===== src/rtl/stk_pkg.sv =====
package stk_pkg;
  typedef enum logic [1:0] {
    OP_IDLE = 2'b00,
    OP_PUSH = 2'b01,
    OP_POP  = 2'b10,
    OP_ADD  = 2'b11
  } stk_op_e;
endpackage


===== src/rtl/stk_slots.sv =====
// Word storage: one register per slot, one write port, two read ports
// (the top slot and the slot just below it).
module stk_slots #(
  parameter int DEPTH = 16,
  parameter int WIDTH = 16,
  localparam int AW = $clog2(DEPTH)
) (
  input  logic             clk,
  input  logic             rst,
  input  logic             wr_en,
  input  logic [AW-1:0]    wr_addr,
  input  logic [WIDTH-1:0] wr_data,
  input  logic [AW-1:0]    top_addr,
  output logic [WIDTH-1:0] top_word,
  output logic [WIDTH-1:0] next_word
);
  logic [WIDTH-1:0] slot [DEPTH];

  for (genvar i = 0; i < DEPTH; i++) begin : g_slot
    always_ff @(posedge clk) begin
      if (rst)
        slot[i] <= '0;
      else if (wr_en && (wr_addr == AW'(i)))
        slot[i] <= wr_data;
    end
  end

  assign top_word  = slot[top_addr];
  assign next_word = slot[top_addr - AW'(1)];
endmodule


===== src/rtl/stk_seq.sv =====
// Command decode, occupancy counter and sticky error flags.
module stk_seq
  import stk_pkg::*;
#(
  parameter int DEPTH = 16,
  localparam int LW = $clog2(DEPTH + 1)
) (
  input  logic          clk,
  input  logic          rst,
  input  logic          cmd_valid,
  input  logic [1:0]    cmd,
  output logic [LW-1:0] level,
  output logic          ev_push,
  output logic          ev_pop,
  output logic          ev_add,
  output logic          overflow,
  output logic          underflow
);
  stk_op_e op;
  logic    ev_ovf, ev_unf;
  logic    has_one, has_two, at_cap;

  assign op      = stk_op_e'(cmd);
  assign has_one = (level != '0);
  assign has_two = (level > LW'(1));
  assign at_cap  = (level == LW'(DEPTH));

  always_comb begin
    ev_push = 1'b0;
    ev_pop  = 1'b0;
    ev_add  = 1'b0;
    ev_ovf  = 1'b0;
    ev_unf  = 1'b0;
    if (cmd_valid) begin
      unique case (op)
        OP_PUSH: begin ev_push = !at_cap;  ev_ovf = at_cap;   end
        OP_POP:  begin ev_pop  = has_one;  ev_unf = !has_one; end
        OP_ADD:  begin ev_add  = has_two;  ev_unf = !has_two; end
        default: ;
      endcase
    end
  end

  always_ff @(posedge clk) begin
    if (rst) begin
      level     <= '0;
      overflow  <= 1'b0;
      underflow <= 1'b0;
    end else begin
      if (ev_push)
        level <= level + LW'(1);
      else if (ev_pop || ev_add)
        level <= level - LW'(1);
      if (ev_ovf) overflow  <= 1'b1;
      if (ev_unf) underflow <= 1'b1;
    end
  end
endmodule


===== src/rtl/stack_alu_unit.sv =====
module stack_alu_unit #(
  parameter int DEPTH = 16,
  parameter int WIDTH = 16,
  localparam int AW = $clog2(DEPTH),
  localparam int LW = $clog2(DEPTH + 1)
) (
  input  logic             clk,
  input  logic             rst,
  input  logic             cmd_valid,
  input  logic [1:0]       cmd,
  input  logic [WIDTH-1:0] push_data,
  output logic [WIDTH-1:0] pop_data,
  output logic             pop_valid,
  output logic [WIDTH-1:0] tos,
  output logic [LW-1:0]    used,
  output logic             empty,
  output logic             full,
  output logic             overflow,
  output logic             underflow
);
  // Sum of two words, wrapping at the word width.
  function automatic logic [WIDTH-1:0] add_words(input logic [WIDTH-1:0] a,
                                                 input logic [WIDTH-1:0] b);
    return a + b;
  endfunction

  logic             ev_push, ev_pop, ev_add;
  logic             wr_en;
  logic [AW-1:0]    wr_addr, top_addr;
  logic [WIDTH-1:0] wr_data, top_word, next_word;

  stk_seq #(.DEPTH(DEPTH)) u_seq (
    .clk(clk), .rst(rst), .cmd_valid(cmd_valid), .cmd(cmd),
    .level(used), .ev_push(ev_push), .ev_pop(ev_pop), .ev_add(ev_add),
    .overflow(overflow), .underflow(underflow)
  );

  assign top_addr = AW'(used - LW'(1));
  assign wr_en    = ev_push || ev_add;
  assign wr_addr  = ev_push ? AW'(used) : AW'(used - LW'(2));
  assign wr_data  = ev_push ? push_data : add_words(top_word, next_word);

  stk_slots #(.DEPTH(DEPTH), .WIDTH(WIDTH)) u_slots (
    .clk(clk), .rst(rst), .wr_en(wr_en), .wr_addr(wr_addr),
    .wr_data(wr_data), .top_addr(top_addr),
    .top_word(top_word), .next_word(next_word)
  );

  always_ff @(posedge clk) begin
    if (rst) begin
      pop_data  <= '0;
      pop_valid <= 1'b0;
    end else begin
      pop_valid <= ev_pop;
      if (ev_pop) pop_data <= top_word;
    end
  end

  assign empty = (used == '0);
  assign full  = (used == LW'(DEPTH));
  assign tos   = empty ? '0 : top_word;
endmodule


===== config.mk =====
export PLATFORM = sky130hd
export DESIGN_NAME = stack_alu_unit
export DESIGN_NICKNAME = d
export VERILOG_FILES = /design/src/rtl/stk_pkg.sv /design/src/rtl/stk_slots.sv /design/src/rtl/stk_seq.sv /design/src/rtl/stack_alu_unit.sv
export SDC_FILE = /design/constraint.sdc
export NUM_CORES = 1
export LEC_CHECK = 0
export BUFFER_PORTS_ARGS = -buffer_cell sky130_fd_sc_hd__buf_2
export CAP_MARGIN = 10
export CORE_ASPECT_RATIO = 0.5
export CORE_MARGIN = 4
export CORE_UTILIZATION = 43
export CTS_BUF_LIST = sky130_fd_sc_hd__clkbuf_2 sky130_fd_sc_hd__clkbuf_4 sky130_fd_sc_hd__clkbuf_8
export DETAILED_ROUTE_END_ITERATION = 10
export HOLD_SLACK_MARGIN = 0.03
export PLACE_DENSITY_LB_ADDON = 0.3
export SLEW_MARGIN = 40
export SYNTH_ARGS = -nofsm -noshare
export SYNTH_HDL_FRONTEND = slang
export SYNTH_HIERARCHICAL = 1
export SYNTH_SLANG_ARGS = --single-unit
export TNS_END_PERCENT = 30

===== constraint.sdc =====
create_clock -name clk -period 6.8 [get_ports clk]
set_input_delay 0.68 -clock clk [delete_from_list [all_inputs] [get_ports clk]]
set_output_delay 0.68 -clock clk [all_outputs]
set_load 0.005 [all_outputs]

* Word level (Yosys, flattened, before mapping)
Memory sizes are Yosys's and may differ from the RTL's. Cells that the tools add are included.
Word-level totals: bits in registers 24, memory bits (writable) 256, input bits 21, output and inout port bits 42, word-level logic and storage cells 153, memories 1
Operators by class: add/sub/neg operators 5, $lt $le $gt $ge 1, equal/unequal tests 19, muxes and demuxes 81, bitwise operators 16, reduce and logical (&&, ||, !) cells 25
Memories:
- u_slots.slot | depth 16, bits a word 16, rd ports 2, clocked after Yosys merged registers in 0, wr ports 16, line stk_slots.sv:17 | logic [WIDTH-1:0] slot [DEPTH];
Operators by type and width (number):
- 16-bit two-way mux | 18
- 1-bit two-way mux | 59
- 4-bit equality test, second input constant | 8
- 16-bit adder | 1
- 4-bit by 3-bit equality test with 1-bit output, second input constant | 4
- 1-bit logical AND | 16
- 1-bit OR | 16
- 5-bit two-way mux | 2
- 4-bit by 2-bit equality test with 1-bit output, second input constant | 2
- 5-bit by 1-bit adder with 5-bit output, second input constant | 1
- 5-bit equality test, second input constant | 1
- 5-bit by 1-bit greater-than comparator with 1-bit output, second input constant | 1
- 5-bit zero test | 1
- 5-bit nonzero test | 1
- 5-bit by 1-bit subtractor with 5-bit output, second input constant | 1
- 2-bit equality test, second input constant | 2
- 4-bit by 1-bit equality test with 1-bit output, second input constant | 1
- 4-bit zero test | 1
- 4-bit two-way mux | 1
- 4-bit by 1-bit subtractor with 4-bit output, second input constant | 1
- 4-bit by 2-bit subtractor with 4-bit output, second input constant | 1
- 1-bit zero test | 3
- 2-bit by 1-bit equality test with 1-bit output, second input constant | 1
- 1-bit logical OR | 2
- other kinds (2) | 2

* Depth between registers and ports, before layout
depth in word-level cells 11, mapped depth 20

* Hierarchy
Netlist, hierarchy kept.
By module, submodules not included:
- stk_slots | times used 1, cells an instance 901, area each 13875.8 µm², sequential area each 7687.4 µm²
- stack_alu_unit | times used 1, cells an instance 236, area each 1809.2 µm², sequential area each 340.3 µm²
- stk_seq | times used 1, cells an instance 63, area each 564.3 µm², sequential area each 140.1 µm²

* Least setup slack after synthesis
OpenSTA, ideal clock, no wires.
path type reg2reg, start register u_seq.level[0], end memory u_slots.slot[0][14] (data pin), setup time 0.255 ns, arrival time 4.887 ns, required time 6.545 ns, setup slack 1.658 ns, cell stages (with the launch flop) 21, clock period less this slack 5.142 ns, cell sequence dfxtp_1 inv_1 ha_1 inv_1 buf_2 buf_2 inv_1 ha_1 clkbuf_1 mux4_2 mux2i_1 mux2i_1 ha_1 fa_1 a21o_1 a221oi_2 o31ai_2 a2111o_1 and3_1 clkbuf_1 and2_1
RTL lines:
- from (decl) | line stk_seq.sv:12 | output logic [LW-1:0] level,
- from (signal assigned) | line stk_seq.sv:51 | level <= level + LW'(1);
- from (signal assigned) | line stk_seq.sv:53 | level <= level - LW'(1);
- to (decl) | line stk_slots.sv:17

==> run_results.csv <==
group,metric,value,unit
run_status,status,"finished clean",
timing,max-slew-margin-rel,37.9,%
floorplanning,num_rows,50,
logic_synthesis,yosys.area.top_type,"edfxtp_1",
job,maxCapViolations,0,
global_routing,grt_pass1_vias,10900,
power_and_ir_drop,power,7.36,mW
worst_setup_path,crit_type,"register to register",
worst_hold_path,min-delay-start,"pop_data[9]$_SDFFE_PP0P_",
final_layout,fillers,3196,
cts,cts_tree,"built",
worst_setup_path,timing.rr.end,"u_slots/slot[1][14]$_SDFFCE_PN0P_",
cts,insertion_delay,0.59,ns
cts,cts_resized,0,
detailed_routing,vias,11000,
placement,dp_cells,1711,
cts,cts_buffer_depth,3,
timing,final.setup.tns,0,ns
worst_setup_path,cp_max_fo,64,
logic_synthesis,synthesis.nets,1246,
placement,gp_congestion,0.873,
floorplanning,die_height,145,um
global_routing,track_usage,22.6,%
final_layout,layout-drive-gt1-share,25.8,%
logic_synthesis,yosys-top-cells-area,"edfxtp_1 47%, mux4_2 15%, and2_1 10%",
floorplanning,design.die.area,41200,um^2
logic_synthesis,ys.flop_type,"edfxtp_1",
detailed_routing,drt_iter0_markers,1427,
detailed_routing,viasPerCell,6.16,
timing,slew_viol_final,0,
power_and_ir_drop,ir_drop,0.000235,V
timing,fmax,165,MHz
logic_synthesis,synth_edf_count,256,
floorplanning,ios,63,
global_routing,grt_max_degree,102,
worst_setup_path,cp.arrival,6.39,ns
placement,post-dp-hpwl,30600,um
cts,h-tree-depth,2,
timing,tightestPinTransition,0.928,ns
detailed_routing,drtAntennaViolNets,0,
floorplanning,start_util,43.5,%
worst_hold_path,hold_path.class,"register to register",
cts,cts_sinks,280,
worst_setup_path,required,7.12,ns
final_layout,synthToLayoutAreaGrowth,11.7,%
power_and_ir_drop,p_leak,7.23,nW
logic_synthesis,synth-warning-count,6,
worst_setup_path,reg2reg_depth,14,
detailed_routing,wirelength,47400,um
logic_synthesis,synth_seq_area_share,50.3,%
timing,fin_skew,0.0310,ns
worst_setup_path,r2r_start,"u_seq/level[0]$_SDFFE_PP0P_",
logic_synthesis,ys_ff_latch,280,
logic_synthesis,ys_types,68,
timing,fin_crit_sh,89.2,%
timing,setup_viol,0,
timing,finalCriticalPeriod,6.07,ns
cts,cts_hold_buf,0,
floorplanning,core,37300,um^2
placement,portBuffers,62,
worst_setup_path,r2r_slack,0.73,ns
logic_synthesis,yosysTopAreaCellShare,47.3,%
logic_synthesis,ys_async_sr_fraction,0,%
cts,clkSlewWorstSetupHoldPaths,0.06,ns
timing,rsz0062_at_grt,"false",
detailed_routing,drtPass1Iterations,5,
timing,hold_viol_final,0,
worst_hold_path,holdPathEnd,"pop_data[9]$_SDFFE_PP0P_",
cts,cts_setup_buffers,0,
logic_synthesis,syn_area_per_cell,13.5,um^2
final_layout,layout.area.seq,8170,um^2
worst_setup_path,end_kind,"register",
final_layout,layout.nets,1309,
worst_hold_path,min_path_cells,2,
power_and_ir_drop,pwr_density_cell,405,nW/um^2
global_routing,grt_pass1_wl,69800,um
detailed_routing,routedWlPerCell,26.5,um
final_layout,multi_input_area,7710,um^2
logic_synthesis,synth_area,16200,um^2
final_layout,finalNonFillerCells,1790,
cts,cts_buffers,44,
global_routing,overflow,0,
logic_synthesis,syn_inst,1200,
detailed_routing,drc,0,
cts,cts-root-buf,"clkbuf_8",
global_routing,antenna_found_initial,0,
worst_setup_path,start_kind,"register",
floorplanning,die_x,283,um
[report_power, final]
| part | internal (mW) | switching [mW] | total, mW |
|---|---|---|---|
| logic | 1.36 | 2.49 | 3.85 |
| clock network | 0.793 | 0.670 | 1.46 |
| registers | 1.98 | 0.0617 | 2.04 |
| total | 4.13 | 3.22 | 7.36 |
[layout by cell type, fill, tap and decap left out, types with 3 or more instances in the layout]
cell and instances:
nand3_1 11, dfxtp_1 24, o21a_1 3, and2_1 259
buf_2 61, nor4_1 4, a211oi_1 4, buf_4 44
inv_1 12, xor2_1 5, o21bai_2 9, mux2_1 3
clkbuf_4 19, inv_8 3, a21o_1 6, o31ai_1 3
mux2i_1 112, o21bai_4 7, ha_1 23, edfxtp_1 256
nand3b_1 3, o211ai_1 5, mux4_2 111, nand2_1 41
buf_12 3, nor2_4 7, nor3_1 6, xnor2_1 7
and3_1 7, clkbuf_8 48, o21ai_0 14, nor2b_1 24
a22oi_1 35, clkinv_1 7, nand4_1 3, nor2_1 40
a21oi_1 18
[metal layers]
layer / track usage [%] / up-vias / part of all wire (%)
met4: 6.22 / 0 / 2.4
li1: - / 4679 / -
met1: 32.4 / 5651 / 42
met3: 4.84 / 86 / 10
met5: 0 / - / 0
met2: 35.0 / 603 / 45
[flip-flops by register name, summed over array words and instances, names as in the netlist]
signal	flops
pop_data	16
u_seq/underflow	1
pop_valid	1
u_slots/slot	256
u_seq/level	5
u_seq/overflow	1
[per-stage QoR]
step / util, % / hold slack [ns] / instance area (um^2) / worst slack (ns)
after detailed placement: 46.2 / 0.469 / 17300 / 0.804
after CTS: 48.6 / 0.485 / 18100 / 0.811
after floorplan: - / 0.460 / 16200 / 1.66
after global placement: 46.0 / 0.450 / 17200 / 1.01
after global routing: 48.6 / 0.525 / 18100 / 0.355
final: 48.6 / 0.484 / 18100 / 0.733
[synth_stat cells, types with 7 or more instances]
library cell / number
and2_1: 259
edfxtp_1: 256
mux2i_1: 112
mux4_2: 111
clkbuf_1: 52
nor2_1: 43
nand2_1: 41
a22oi_1: 35
dfxtp_1: 24
ha_1: 24
nor2b_1: 24
buf_2: 22
a21oi_1: 18
o21bai_1: 16
inv_1: 14
o21ai_0: 14
nand3_1: 11
and3_1: 7
buf_4: 7
buf_6: 7
xnor2_1: 7
[worst max path at each step]
stage / from / endpoint / slack, ns
after CTS: u_seq/level[0]$_SDFFE_PP0P_ / u_slots/slot[1][14]$_SDFFCE_PN0P_ / 0.81
after global routing: u_seq/level[0]$_SDFFE_PP0P_ / u_slots/slot[7][14]$_SDFFCE_PN0P_ / 0.36
after detailed placement: u_seq/level[0]$_SDFFE_PP0P_ / u_slots/slot[1][14]$_SDFFCE_PN0P_ / 0.80
after global placement: u_seq/level[0]$_SDFFE_PP0P_ / u_slots/slot[8][14]$_SDFFCE_PN0P_ / 1.01
final: u_seq/level[0]$_SDFFE_PP0P_ / u_slots/slot[1][14]$_SDFFCE_PN0P_ / 0.73
after floorplan: u_seq/level[0]$_SDFFE_PP0P_ / u_slots/slot[0][14]$_SDFFCE_PN0P_ / 1.66
[cells by family after synthesis]
logic type / synth area share [%]
AOI/OAI and AO/OA: 5.24
adders and majority gates: 1.97
buffers and inverters: 3.25
DFF: 50.3
xor gates and xnor gates: 0.847
muxes: 22.8
and+or+nand+nor: 15.6
[critical path, cell delays in order (launching register included)]
cell and delay (ns):
dfxtp_1 0.72, inv_8 0.34, ha_1 0.33, xor2_1 0.57
xor2_4 0.63, buf_4 0.41, mux2i_1 0.42, mux2i_1 0.21
fa_1 0.49, a21o_1 0.24, a221oi_2 0.33, o31ai_2 0.14
a2111o_1 0.41, and3_1 0.31, and2_1 0.21
[cell type report]
class	instances	share of cell area [%]
diodes	1	0.0138
repair buffers	108	3.83
inverters	14	0.345
clock inverters	11	0.462
well taps	494	3.41
multi-input cells	815	42.5
clock buffers	67	4.43
flip-flops and latches	280	45.0
Note: power is estimated with default switching activity, not from simulation.
